[src/rtl/hdma_req_ctl.sv]
module hdma_req_ctl (
  input  logic       clk,
  input  logic       rst_n,
  input  logic       wr_en,
  input  logic [7:0] wdata,
  output logic [7:0] rdata,
  input  logic       tx0_rd,
  input  logic       tx1_rd,
  input  logic [1:0] ack_n,
  output logic [1:0] req,
  output logic [1:0] req_oe,
  output logic [1:0] alt_sel
);
  logic [3:0] cfg;
  logic [1:0] flag, avail, ack_seen;

  wire [1:0] gate   = {wdata[7], wdata[6]} & {2{wr_en}};
  wire       cfg_we = wr_en & ~wdata[7] & ~wdata[6];
  wire [1:0] done   = ack_seen & ack_n;

  assign req_oe  = cfg[1:0] & ~cfg[3:2];
  assign req     = flag & req_oe;
  assign alt_sel = cfg[3:2];
  assign rdata   = {avail, flag, cfg};

  always_ff @(posedge clk) begin
    if (!rst_n) begin
      cfg      <= 4'h0;
      flag     <= 2'b00;
      avail    <= 2'b11;
      ack_seen <= 2'b00;
    end else begin
      if (cfg_we) cfg <= wdata[3:0];
      for (int i = 0; i < 2; i++) begin
        if (gate[i])      flag[i] <= wdata[4+i];
        else if (done[i]) flag[i] <= 1'b0;
      end
      ack_seen <= req & ~ack_n;
      avail    <= avail & ~{tx1_rd, tx0_rd};
    end
  end
endmodule


[config.mk]
export PLATFORM = sky130hd
export DESIGN_NAME = hdma_req_ctl
export DESIGN_NICKNAME = d
export VERILOG_FILES = /design/src/rtl/hdma_req_ctl.sv
export SDC_FILE = /design/constraint.sdc
export NUM_CORES = 1
export LEC_CHECK = 0
export BUFFER_PORTS_ARGS = -buffer_cell sky130_fd_sc_hd__buf_2
export CAP_MARGIN = 25
export CORE_AREA = 2 2 39 41
export CTS_BUF_LIST = sky130_fd_sc_hd__clkbuf_16
export CTS_CLUSTER_SIZE = 20
export DETAILED_ROUTE_END_ITERATION = 12
export DIE_AREA = 0 0 41 43
export SETUP_SLACK_MARGIN = 0.4
export SYNTH_ARGS = -nofsm -noshare
export SYNTH_HDL_FRONTEND = slang
export SYNTH_SLANG_ARGS = --single-unit
[constraint.sdc]
create_clock -name clk -period 2.6 [get_ports clk]
set_clock_uncertainty 0.05 [all_clocks]
set_input_delay 0.39 -clock clk [delete_from_list [all_inputs] [get_ports clk]]
set_output_delay 0.39 -clock clk [all_outputs]
set_load 0.01 [all_outputs]
Word-level counts from Yosys, hierarchy flattened

Index checks and enable logic that the tools add are counted.

Multiplexer cells: 4
Bitwise gates (word level): 13
Reduce and logical (&&, ||, !) cells: 2

Operators by type and width:

| operator          | number |
|---|---|
| $and 2x2->2       | 6 |
| $not 2->2         | 3 |
| $mux 1            | 4 |
| $reduce_bool 2->1 | 2 |
| $and 1x1->1       | 2 |
| $not 1->1         | 2 |

Flip-flop bits (word level): 10
Bits of input ports: 15
Word-level logic and storage cells: 24

Depth between registers and ports, before layout

Depth in word-level cells: 4
Mapped depth: 3
Gate-level depth less buffers: 2

Worst setup path after synthesis

Ideal clock, no wire load.

Path kind: register to output
Start point: register cfg[2]
End point: output req[0]
Arrival: 0.627 ns
Slack: 1.533 ns
Stages on the path, launching flop included: 2
Path through: dfxtp_1 > and3b_1

Longest elaborated chain between the ends: 3

Ends and longest elaborated chain:

| item                   | line | text |
|---|---|---|
| start, declared        | 14   | `logic [3:0] cfg;` |
| start signal, assigned | 33   | `if (cfg_we) cfg <= wdata[3:0];` |
| $not 2->2              | 21   | `assign req_oe = cfg[1:0] & ~cfg[3:2];` |
| $and 2x2->2            | 21   |  |
| $and 2x2->2            | 22   | `assign req = flag & req_oe;` |
| end, declared          | 10   | `output logic [1:0] req,` |

No other way between the ends.

Worst setup path after layout

Ends and elaborated chain as after synthesis.

==> key figures <==
Status
  • Status: finished, final reports clean

Logic synthesis
  • Flops & latches, synth: 10
  • Syn nets: 59
  • Mean Syn Cell Area: 9.75 um2
  • Synth cell types: 12
  • Synth warnings: 0
  • Sequential element share of the synthesized area: 46.6%
  • Synth Instances: 44
  • Synth Cell Area: 429 um2

Setup path
  • FF-to-FF End: ack_seen[0]$_SDFF_PN0_
  • Critical path type: register to output pin
  • Flop2flop setup slack: 1.69 ns
  • Critical Path End Type: output pin
  • CP arrival: 0.94 ns
  • WP data required: 2.16 ns
  • Reg2Reg Depth: 2
  • Worst R2R Start: cfg[2]$_SDFFE_PN0P_
  • Startpoint types: register
  • Crit Path Max Fanout: 5

Place
  • IO buf count: 28
  • Hpwl dp: 687 um
  • Final GP Congestion: 0.644
  • Post-Place Cells: 85
  • Area after DPL: 569 um2

Detailed routing
  • Average routed wire per standard cell: 10.0 um
  • DR DRC count: 0
  • Vias per inst: 4.50
  • Total wire length: 880 um
  • Vias: 396
  • Initial DRC Count: 0
  • Drt pass-1 iters: 1
  • ANT nets after route: 0

Cells and area
  • Area growth from synthesis to layout: 50.1%
  • Final nets: 89
  • Most used cells in the layout excluding fill and tap cells: buf_2 (28), nand2_1 (12), dfxtp_1 (10), and3b_1 (4), mux2i_1 (4)
  • Share of layout cells above drive strength 1: 47.2%
  • Finished Layout Cells: 88
  • Commonest non-fill, non-tap cell in the layout: buf_2
  • Final antenna diode count: 0
  • Final Instance Area: 644 um2

Floorplanning
  • Core Rows: 14
  • Die area: 1760 um2
  • Top Ports: 29
  • Starting Density: 31.0%
  • Core area: 1380 um2
  • Die Span Y: 43 um
  • Die Wd: 41 um

Hold path
  • Number of cells on the worst hold path: 2
  • HP Start: tx0_rd
  • Worst Hold Class: input pin to register
  • Hold Path End: avail[0]$_SDFF_PN1_

Pwr
  • LEAKAGE: 0.359 nW
  • Switching portion of total power: 18.1%
  • Combinational power share: 8.4%
  • Cell internal pwr: 0.379 mW
  • Pwr/cell area: 718 nW/um2
  • Sequential power share: 35.5%
  • Switch Pwr: 0.0840 mW
  • Clock power frac: 56.1%
  • Worst VDD drop: 0.675 mV

Clock tree
  • Cts repair resizes: 0
  • H-tree Lvls: 1
  • Clk_lat worst skew: 0.23 ns
  • Clock Tree Buf Depth: 2
  • Hold Buf Count CTS: 0
  • Clk slew on worst S/H paths: 0.04 ns
  • Root buffer cell: clkbuf_16
  • CTS Sinks: 10
  • CTS tree: done
  • Buffer count from post-CTS setup fixing: 0
  • Num CTS Buffers: 3

STA
  • Final period utilization: 53.0%
  • Max-slew headroom: 79.4%
  • RSZ-0062 raised after global routing: no
  • Hold Violations, Final: 0
  • Slew @ Worst Pin: 0.308 ns
  • Final slew viol count: 0
  • WHS: 0.292 ns
  • Min Clock Period, post-route: 1.38 ns
  • Max Clk Rate: 726 MHz
  • TNS Setup: 0 ns
  • Setup violators final: 0

Global routing
  • Grt total ovfl: 0
  • Grt peak-use layer: met2
  • Initial antenna violation count: 0
  • Routing usage on met3: 7.85%
  • Vias in the first global route: 343
  • Grt met1 use: 13.4%
  • First-pass GRT wire length: 1350 um
  • Met2 track utilization from global routing: 16.9%
  • Global Route Usage Sum: 11.7%
  • Largest net degree at the start of global routing: 17

Flow run
  • MaxCap Viol Count: 0
-- cells in the mapped netlist --
library cell / count / area (um2)
and3b_1: 4 / 35.0
o21ai_0: 2 / 10.0
mux2i_1: 4 / 40.0
nor2b_1: 2 / 12.5
nor3b_4: 1 / 18.8
buf_4: 2 / 15.0
buf_2: 1 / 5.00
dfxtp_1: 10 / 200
a41o_1: 2 / 20.0
inv_1: 2 / 7.51
nand2_1: 12 / 45.0
and4_2: 2 / 20.0
-- worst max-delay path, cell delays in order, from the launching register on --
cell,delay [ns]
dfxtp_1,0.38
and3b_1,0.20
buf_2,0.13
-- power by group through the flow --
| stage | combinational, mW | clock [mW] | sequential [mW] |
|---|---|---|---|
| 6_report | 0.0391 | 0.260 | 0.164 |
| 5_1_grt | 0.0435 | 0.276 | 0.165 |
| 4_1_cts | 0.0398 | 0.269 | 0.164 |
| 3_5_place_dp | 0.0398 | 0 | 0.166 |
| 3_3_place_gp | 0.0393 | 0 | 0.167 |
| 2_1_floorplan | 0.0159 | 0 | 0.169 |
-- worst max path at each step --
stage | start | endpoint | slack [ns]
3_5_place_dp | rst_n | flag[0]$_SDFFE_PN0P_ | 1.40
4_1_cts | cfg[2]$_SDFFE_PN0P_ | req[0] | 1.21
6_report | cfg[2]$_SDFFE_PN0P_ | req[0] | 1.22
3_3_place_gp | rst_n | flag[0]$_SDFFE_PN0P_ | 1.40
5_1_grt | cfg[3]$_SDFFE_PN0P_ | req[1] | 1.15
2_1_floorplan | cfg[2]$_SDFFE_PN0P_ | req[0] | 1.53
-- metrics by stage --
step | setup slack, ns | total power, mW | utilization [%]
2_1_floorplan | 1.53 | 0.185 | -
3_3_place_gp | 1.40 | 0.206 | 41.1
3_5_place_dp | 1.40 | 0.206 | 41.1
4_1_cts | 1.21 | 0.473 | 46.6
5_1_grt | 1.15 | 0.485 | 46.6
6_report | 1.22 | 0.463 | 46.6
-- final cells by class --
class	count	area [um2]
clock buffers	3	75.1
fillers	143	739
inverters	2	7.51
multi-input cells	29	201
flip-flops and latches	10	200
well taps	16	20.0
repair buffers	28	140
-- layer usage --
layer / up-vias / part of all wire [%]
met3: 0 / 9.2
met4: 0 / 0
li1: 209 / -
met2: 17 / 44
met1: 170 / 47
met5: - / 0
-- registers in the layout (all words and copies together) (netlist names) --
| signal | flops |
|---|---|
| flag | 2 |
| cfg | 4 |
| avail | 2 |
| ack_seen | 2 |
-- kinds of logic (layout without fill, tap and decap cells) --
family                 after synthesis  in the layout  share of synthesized area [%]
multiplexers                         4              4                           9.33
AND/OR/NAND/NOR                     21             21                           30.6
AO/OA/AOI/OAI                        4              4                           7.00
flip-flops                          10             10                           46.6
buffers and inverters                5             33                           6.41
No activity file was read; power rests on OpenSTA's default activity.
